`src/rtl/cke_mon_pkg.sv`:
```
package cke_mon_pkg;

    typedef enum logic [3:0] {
        CMD_DES, CMD_NOP, CMD_ACT, CMD_RD, CMD_WR,
        CMD_PRE, CMD_PREA, CMD_REF, CMD_MRS, CMD_OTHER
    } cmd_e;

    typedef enum logic [2:0] {
        PS_IDLE   = 3'd0,
        PS_ACTIVE = 3'd1,
        PS_PD_ACT = 3'd2,
        PS_PD_PRE = 3'd3,
        PS_SREF   = 3'd4
    } pstate_e;

    typedef enum logic [3:0] {
        ERR_NONE      = 4'd0,
        ERR_CKE_PULSE = 4'd1,
        ERR_MRS_CKE   = 4'd2,
        ERR_SREF_BUSY = 4'd3,
        ERR_ENTRY_CMD = 4'd4,
        ERR_EXIT_CMD  = 4'd5,
        ERR_XS_CMD    = 4'd6,
        ERR_XS_READ   = 4'd7,
        ERR_XS_WRITE  = 4'd8
    } err_e;

    function automatic logic is_quiet(cmd_e c);
        return (c == CMD_DES) || (c == CMD_NOP);
    endfunction

endpackage

```
`src/rtl/cke_cmd_decode.sv`:
```
module cke_cmd_decode
    import cke_mon_pkg::*;
(
    input  logic cs_n,
    input  logic ras_n,
    input  logic cas_n,
    input  logic we_n,
    input  logic a10,
    output cmd_e cmd
);
    always_comb begin
        if (cs_n) begin
            cmd = CMD_DES;
        end else begin
            unique case ({ras_n, cas_n, we_n})
                3'b111:  cmd = CMD_NOP;
                3'b011:  cmd = CMD_ACT;
                3'b101:  cmd = CMD_RD;
                3'b100:  cmd = CMD_WR;
                3'b010:  cmd = a10 ? CMD_PREA : CMD_PRE;
                3'b001:  cmd = CMD_REF;
                3'b000:  cmd = CMD_MRS;
                default: cmd = CMD_OTHER;
            endcase
        end
    end
endmodule

```
`src/rtl/cke_bank_track.sv`:
```
module cke_bank_track
    import cke_mon_pkg::*;
#(
    parameter int NBANK = 8,
    parameter int BA_W  = (NBANK > 1) ? $clog2(NBANK) : 1
) (
    input  logic             clk,
    input  logic             rst,
    input  logic             en,
    input  cmd_e             cmd,
    input  logic [BA_W-1:0]  ba,
    output logic [NBANK-1:0] open_d,
    output logic [NBANK-1:0] open_q
);
    for (genvar i = 0; i < NBANK; i++) begin : g_bank
        logic sel;
        assign sel = (ba == BA_W'(i));
        assign open_d[i] = !en                         ? open_q[i] :
                           (cmd == CMD_PREA)           ? 1'b0      :
                           (sel && cmd == CMD_ACT)     ? 1'b1      :
                           (sel && cmd == CMD_PRE)     ? 1'b0      :
                                                         open_q[i];
    end

    always_ff @(posedge clk) begin
        if (rst) open_q <= '0;
        else     open_q <= open_d;
    end
endmodule

```
`src/rtl/cke_since_cnt.sv`:
```
module cke_since_cnt #(
    parameter int LIMIT = 4,
    parameter int W     = $clog2(LIMIT + 1)
) (
    input  logic         clk,
    input  logic         rst,
    input  logic         hit,
    output logic [W-1:0] cnt_q
);
    localparam logic [W-1:0] CAP = W'(LIMIT);
    logic [W-1:0] cnt_d;

    always_comb begin
        if (hit)               cnt_d = W'(1);
        else if (cnt_q == CAP) cnt_d = CAP;
        else                   cnt_d = cnt_q + 1'b1;
    end

    always_ff @(posedge clk) begin
        if (rst) cnt_q <= CAP;
        else     cnt_q <= cnt_d;
    end
endmodule

```
`src/rtl/cke_pstate_monitor.sv`:
```
module cke_pstate_monitor
    import cke_mon_pkg::*;
#(
    parameter int NBANK     = 8,
    parameter int T_CKE     = 3,
    parameter int T_MRD     = 4,
    parameter int T_MOD     = 12,
    parameter int T_XS      = 16,
    parameter int T_XSDLL   = 512,
    parameter int T_WR_SREF = 512,
    parameter int T_BURST   = 4,
    localparam int BA_W     = (NBANK > 1) ? $clog2(NBANK) : 1
) (
    input  logic            clk,
    input  logic            rst,
    input  logic            cke,
    input  logic            cs_n,
    input  logic            ras_n,
    input  logic            cas_n,
    input  logic            we_n,
    input  logic            a10,
    input  logic [BA_W-1:0] ba,
    output logic [2:0]      state_o,
    output logic            viol_o,
    output logic [3:0]      err_code_o
);
    localparam int GAP     = (T_MRD > T_MOD) ? T_MRD : T_MOD;
    localparam int XS_A    = (T_XS > T_XSDLL) ? T_XS : T_XSDLL;
    localparam int XS_LIM  = (XS_A > T_WR_SREF) ? XS_A : T_WR_SREF;
    localparam int CKE_W   = $clog2(T_CKE + 1);
    localparam int MRS_W   = $clog2(GAP + 1);
    localparam int XS_W    = $clog2(XS_LIM + 1);
    localparam int BURST_W = $clog2(T_BURST + 1);

    localparam logic [CKE_W-1:0]   LIM_CKE  = CKE_W'(T_CKE);
    localparam logic [MRS_W-1:0]   LIM_MRS  = MRS_W'(GAP);
    localparam logic [XS_W-1:0]    LIM_XS   = XS_W'(T_XS);
    localparam logic [XS_W-1:0]    LIM_DLL  = XS_W'(T_XSDLL);
    localparam logic [XS_W-1:0]    LIM_WR   = XS_W'(T_WR_SREF);
    localparam logic [BURST_W-1:0] BURST_LD = BURST_W'(T_BURST);

    typedef struct packed {
        pstate_e            st;
        logic               cke_prev;
        logic               viol;
        err_e               err;
        logic [BURST_W-1:0] burst;
    } regs_t;

    regs_t r_d, r_q;

    cmd_e             cmd;
    logic             hh, hl, lh, quiet, busy;
    logic [NBANK-1:0] open_d, open_q;
    logic [CKE_W-1:0] cke_cnt;
    logic [MRS_W-1:0] mrs_cnt;
    logic [XS_W-1:0]  xs_cnt;
    logic [8:1]       flag;
    err_e             code;

    cke_cmd_decode u_dec (
        .cs_n (cs_n), .ras_n(ras_n), .cas_n(cas_n), .we_n(we_n),
        .a10  (a10),  .cmd  (cmd)
    );

    cke_bank_track #(.NBANK(NBANK), .BA_W(BA_W)) u_banks (
        .clk(clk), .rst(rst), .en(hh), .cmd(cmd), .ba(ba),
        .open_d(open_d), .open_q(open_q)
    );

    cke_since_cnt #(.LIMIT(T_CKE), .W(CKE_W)) u_cke_cnt (
        .clk(clk), .rst(rst), .hit(hl | lh), .cnt_q(cke_cnt)
    );

    cke_since_cnt #(.LIMIT(GAP), .W(MRS_W)) u_mrs_cnt (
        .clk(clk), .rst(rst), .hit(hh && cmd == CMD_MRS), .cnt_q(mrs_cnt)
    );

    cke_since_cnt #(.LIMIT(XS_LIM), .W(XS_W)) u_xs_cnt (
        .clk(clk), .rst(rst), .hit(lh && r_q.st == PS_SREF), .cnt_q(xs_cnt)
    );

    always_comb begin
        hh    = r_q.cke_prev & cke;
        hl    = r_q.cke_prev & ~cke;
        lh    = ~r_q.cke_prev & cke;
        quiet = is_quiet(cmd);
        busy  = (|open_q) || (r_q.burst != '0);

        flag[1] = (hl | lh) && (cke_cnt < LIM_CKE);
        flag[2] = hl && (mrs_cnt < LIM_MRS);
        flag[3] = hl && (cmd == CMD_REF) && busy;
        flag[4] = hl && !quiet && (cmd != CMD_REF);
        flag[5] = lh && !quiet;
        flag[6] = hh && !quiet && (xs_cnt < LIM_XS);
        flag[7] = hh && (cmd == CMD_RD) && (xs_cnt < LIM_DLL);
        flag[8] = hh && (cmd == CMD_WR) && (xs_cnt < LIM_WR);

        if      (flag[1]) code = ERR_CKE_PULSE;
        else if (flag[2]) code = ERR_MRS_CKE;
        else if (flag[3]) code = ERR_SREF_BUSY;
        else if (flag[4]) code = ERR_ENTRY_CMD;
        else if (flag[5]) code = ERR_EXIT_CMD;
        else if (flag[6]) code = ERR_XS_CMD;
        else if (flag[7]) code = ERR_XS_READ;
        else if (flag[8]) code = ERR_XS_WRITE;
        else              code = ERR_NONE;

        r_d          = r_q;
        r_d.cke_prev = cke;
        r_d.viol     = (code != ERR_NONE);
        if (r_q.err == ERR_NONE) r_d.err = code;

        if (hh && (cmd == CMD_RD || cmd == CMD_WR)) r_d.burst = BURST_LD;
        else if (r_q.burst != '0)                  r_d.burst = r_q.burst - 1'b1;

        if (hl) begin
            if (cmd == CMD_REF && !busy) r_d.st = PS_SREF;
            else if (|open_q)            r_d.st = PS_PD_ACT;
            else                         r_d.st = PS_PD_PRE;
        end else if (lh) begin
            r_d.st = (r_q.st == PS_PD_ACT) ? PS_ACTIVE : PS_IDLE;
        end else if (hh) begin
            r_d.st = (|open_d) ? PS_ACTIVE : PS_IDLE;
        end
    end

    always_ff @(posedge clk) begin
        if (rst) begin
            r_q.st       <= PS_IDLE;
            r_q.cke_prev <= 1'b1;
            r_q.viol     <= 1'b0;
            r_q.err      <= ERR_NONE;
            r_q.burst    <= '0;
        end else begin
            r_q <= r_d;
        end
    end

    assign state_o    = r_q.st;
    assign viol_o     = r_q.viol;
    assign err_code_o = r_q.err;
endmodule

```
`config.mk`:
```
export PLATFORM = sky130hd
export DESIGN_NAME = cke_pstate_monitor
export DESIGN_NICKNAME = d
export VERILOG_FILES = /design/src/rtl/cke_mon_pkg.sv /design/src/rtl/cke_cmd_decode.sv /design/src/rtl/cke_bank_track.sv /design/src/rtl/cke_since_cnt.sv /design/src/rtl/cke_pstate_monitor.sv
export SDC_FILE = /design/constraint.sdc
export NUM_CORES = 1
export LEC_CHECK = 0
export BUFFER_PORTS_ARGS = -buffer_cell sky130_fd_sc_hd__clkbuf_2
export CAP_MARGIN = 20
export CORE_MARGIN = 5
export CORE_UTILIZATION = 45
export DETAILED_ROUTE_END_ITERATION = 16
export PLACE_DENSITY = 0.63
export SLEW_MARGIN = 10
export SYNTH_ARGS = -nofsm -noshare
export SYNTH_HDL_FRONTEND = slang
export SYNTH_HIERARCHICAL = 1
export SYNTH_SLANG_ARGS = --single-unit
```
`constraint.sdc`:
```
create_clock -name clk -period 6.5 [get_ports clk]
set_input_delay 1.3 -clock clk [delete_from_list [all_inputs] [get_ports clk]]
set_output_delay 1.3 -clock clk [all_outputs]
set_load 0.005 [all_outputs]
```
==> metrics.yaml <==
grt:
  grt_usage_pct: 15.47
  grt_max_degree: 26
  antenna_found_initial: 0
  grt_pass1_wl_um: 8169
  overflow: 0
  grt_pass1_vias: 1842
synth:
  synth.avg_cell_area_um2: 8.599
  yosysTopAreaCellShare_pct: 31.39
  syn_nets: 289
  yosysUniqueCellTypes: 68
  synth.largest_area_cell: "dfxtp_1"
  synth_enable_flop_cells: 0
  synth.ff_latch_count: 36
  synthCells: 267
  ys_seq_area_share_pct: 31.39
  ys_top_cells_by_area: "dfxtp_1 31%, ha_1 6.0%, a21oi_1 4.1%"
  synth_ff_type: "dfxtp_1"
  syn_area_um2: 2296
  async_reset_ff_share_pct: 0
  synth_warnings: 6
cts:
  clk-insertion-delay-late_ns: 0.29
  cts_sinks: 36
  cts_root_buf: "clkbuf_8"
  cts_htree_levels: 2
  clk_path_buf_depth: 2
  clk_pin_slew_worst_paths_ns: 0.08
  cts-buffers-inserted: 5
  hold_buffers: 0
  postCtsSetupRepairBufs: 0
  cts_tree: "done"
  post_cts_resized: 0
drt:
  drt_pre_antenna_iters: 4
  drt-initial-drc-count: 124
  vias: 1956
  ant_nets: 0
  route.detailed.drc: 0
  avgRoutedWirePerCell_um: 13.33
  viasPerCell: 5.541
  wirelength_um: 4707
status:
  status: "finished clean"
run:
  drv_cap: 0
critical_path:
  critPathCaptureType: "flop"
  crit_required_ns: 6.69
  cp_slowest_cell: "nor4_2"
  cp_data_arrival_time_ns: 3.75
  cp_top_family: "simple AND/OR/NAND/NOR gates"
  critical_path_class: "input port to flop"
  crit_chain: "clkbuf_2 -> and2b_4 -> nor4_2 -> and4bb_1 -> a32oi_1 -> nand2_1 -> nor4_1 -> a21oi_1 -> nor2_1 -> o21ai_1 -> o211a_1"
  critical_path_buf_inv_count: 1
  start_kind: "input port"
  slowest_delay_ns: 0.75
  cp_max_fo: 11
sta:
  rsz0062_at_grt: "no"
  drv_slew: 0
  slew_headroom_pct: 39.00
  fmax_mhz: 280.4
  finalSetupViolCount: 0
  finalCritPeriodShare_pct: 54.87
  worst_slew_pin_slew_ns: 0.9074
  hold_violations: 0
  skew_ns: 0.005390
  period_minus_slack_ns: 3.567
  setup_ws_ns: 2.933
  setup_tns_ns: 0
placement:
  numPortBuffers: 18
  dp.cells: 344
  dpl.hpwl_um: 3595
  routabilityCongestion: 0.8071
  postPlaceCellArea_um2: 2389
  pre_cts_slack_ns: 2.500
cells_and_area:
  regArea_um2: 720.7
  insertedDiodeCount: 0
  fin_area_um2: 2481
  final_cells: 353
  nets: 304
  drive_above_1_share_pct: 16.61
  syn_to_final_growth_pct: 8.065
  fillerInstances: 499
  multi_input_area_um2: 1419
floorplanning:
  placementRows: 26
  die-area_um2: 6631
  die_h_um: 81.43
  fp.dieW_um: 81.43
  start_util_pct: 45.53
  io_pins: 19
  core_area_um2: 5042
power:
  leakagePower_nw: 0.9823
  p_per_area_nw_per_um2: 204.4
  peakVddDrop_mv: 0.08770
  total_power_w: 0.0005073
worst_hold_path:
  hp-class: "flop to flop"
## Yosys cell counts, types with 3 or more instances
master / instances
a32oi_1: 6
nor3_1: 3
nand2_1: 23
buf_4: 8
o21ai_0: 6
nor4_1: 5
nor2_1: 21
ha_1: 11
dfxtp_1: 36
nand4_1: 5
or3_1: 4
nor2b_1: 6
inv_1: 19
xor2_1: 3
a21oi_1: 19
o21ai_1: 3
or2_1: 3
o311ai_1: 8
nand3_1: 11
nand2b_1: 4
## cell type report
| class | count | area share, % |
|---|---|---|
| Clock inverter | 3 | 0.7564 |
| Clock buffer | 5 | 2.774 |
| Sequential cell | 36 | 29.05 |
| Multi-Input combinational cell | 201 | 57.19 |
| Timing Repair Buffer | 19 | 3.833 |
| Inverter | 19 | 2.874 |
| Tap cell | 70 | 3.530 |
## power by group
part	switching [W]	internal [W]	leakage (nW)
Clock	0.0000832	0.0000747	0.0479
Combinational	0.0000649	0.0000442	0.642
Sequential	0.00000762	0.000233	0.292
Total	0.000156	0.000352	0.982
## worst paths after layout
check | startpoint | endpoint | slack [ns] | cells past startpoint
max | ras_n | state_o[0] | 2.93 | 11
min | u_cke_cnt/cnt_q[1] | u_cke_cnt/cnt_q[0] | 0.48 | 1
max reg2reg | r_q[8] | state_o[0] | 4.46 | 9
min reg2reg | u_cke_cnt/cnt_q[1] | u_cke_cnt/cnt_q[0] | 0.48 | 1
## stage by stage
step	hold slack, ns	utilization, %
after floorplan	0.4402	-
after global placement	0.4523	47.37
after detailed placement	0.4619	47.37
after CTS	0.4845	49.11
after global routing	0.5088	49.21
final	0.4821	49.21
## routing by layer
| metal | part of all wire, % | GRT usage [%] | up-vias |
|---|---|---|---|
| li1 | - | - | 1012 |
| met2 | 48 | 26.22 | 33 |
| met4 | 0.47 | 3.041 | 0 |
| met1 | 47 | 19.93 | 908 |
| met5 | 0 | 0 | - |
| met3 | 3.9 | 3.838 | 3 |
## cell families (layout without fill, tap and decap cells)
kind of cell / after synthesis / in the layout / synth area share, %
multiplexers: 2 / 2 / 0.8720
buffers and inverters: 30 / 46 / 6.812
XOR/XNOR: 5 / 5 / 1.908
adder cells (fa/ha/maj): 11 / 11 / 5.994
AO/OA/AOI/OAI: 68 / 68 / 22.34
flip-flops: 36 / 36 / 31.39
AND/OR/NAND/NOR: 115 / 115 / 30.68
## registers in the layout (all words and copies together), names as in the netlist
name and cells:
u_xs_cnt/cnt_q 10, u_banks/open_q 8, err_code_o 4, r_q 4
u_mrs_cnt/cnt_q 4, state_o 3, u_cke_cnt/cnt_q 2, viol_o 1
## cells in the final DEF (no fill, tap or decap), types with 3 or more instances in the layout
cell type / synthesis / routed
o21ai_0: 6 / 6
or3_1: 4 / 4
a21oi_1: 19 / 19
nor2b_1: 6 / 6
nand4_1: 5 / 5
ha_1: 11 / 11
o21ai_1: 3 / 3
inv_1: 19 / 19
xor2_1: 3 / 3
nand3_1: 11 / 11
clkbuf_2: 0 / 19
nor4_1: 5 / 5
nand2b_1: 4 / 4
nand2_1: 23 / 23
o311ai_1: 8 / 8
clkbuf_8: 0 / 5
a32oi_1: 6 / 6
dfxtp_1: 36 / 36
nor2_1: 21 / 21
or2_1: 3 / 3
nor3_1: 3 / 3
Note: power is estimated with default switching activity, not from simulation.
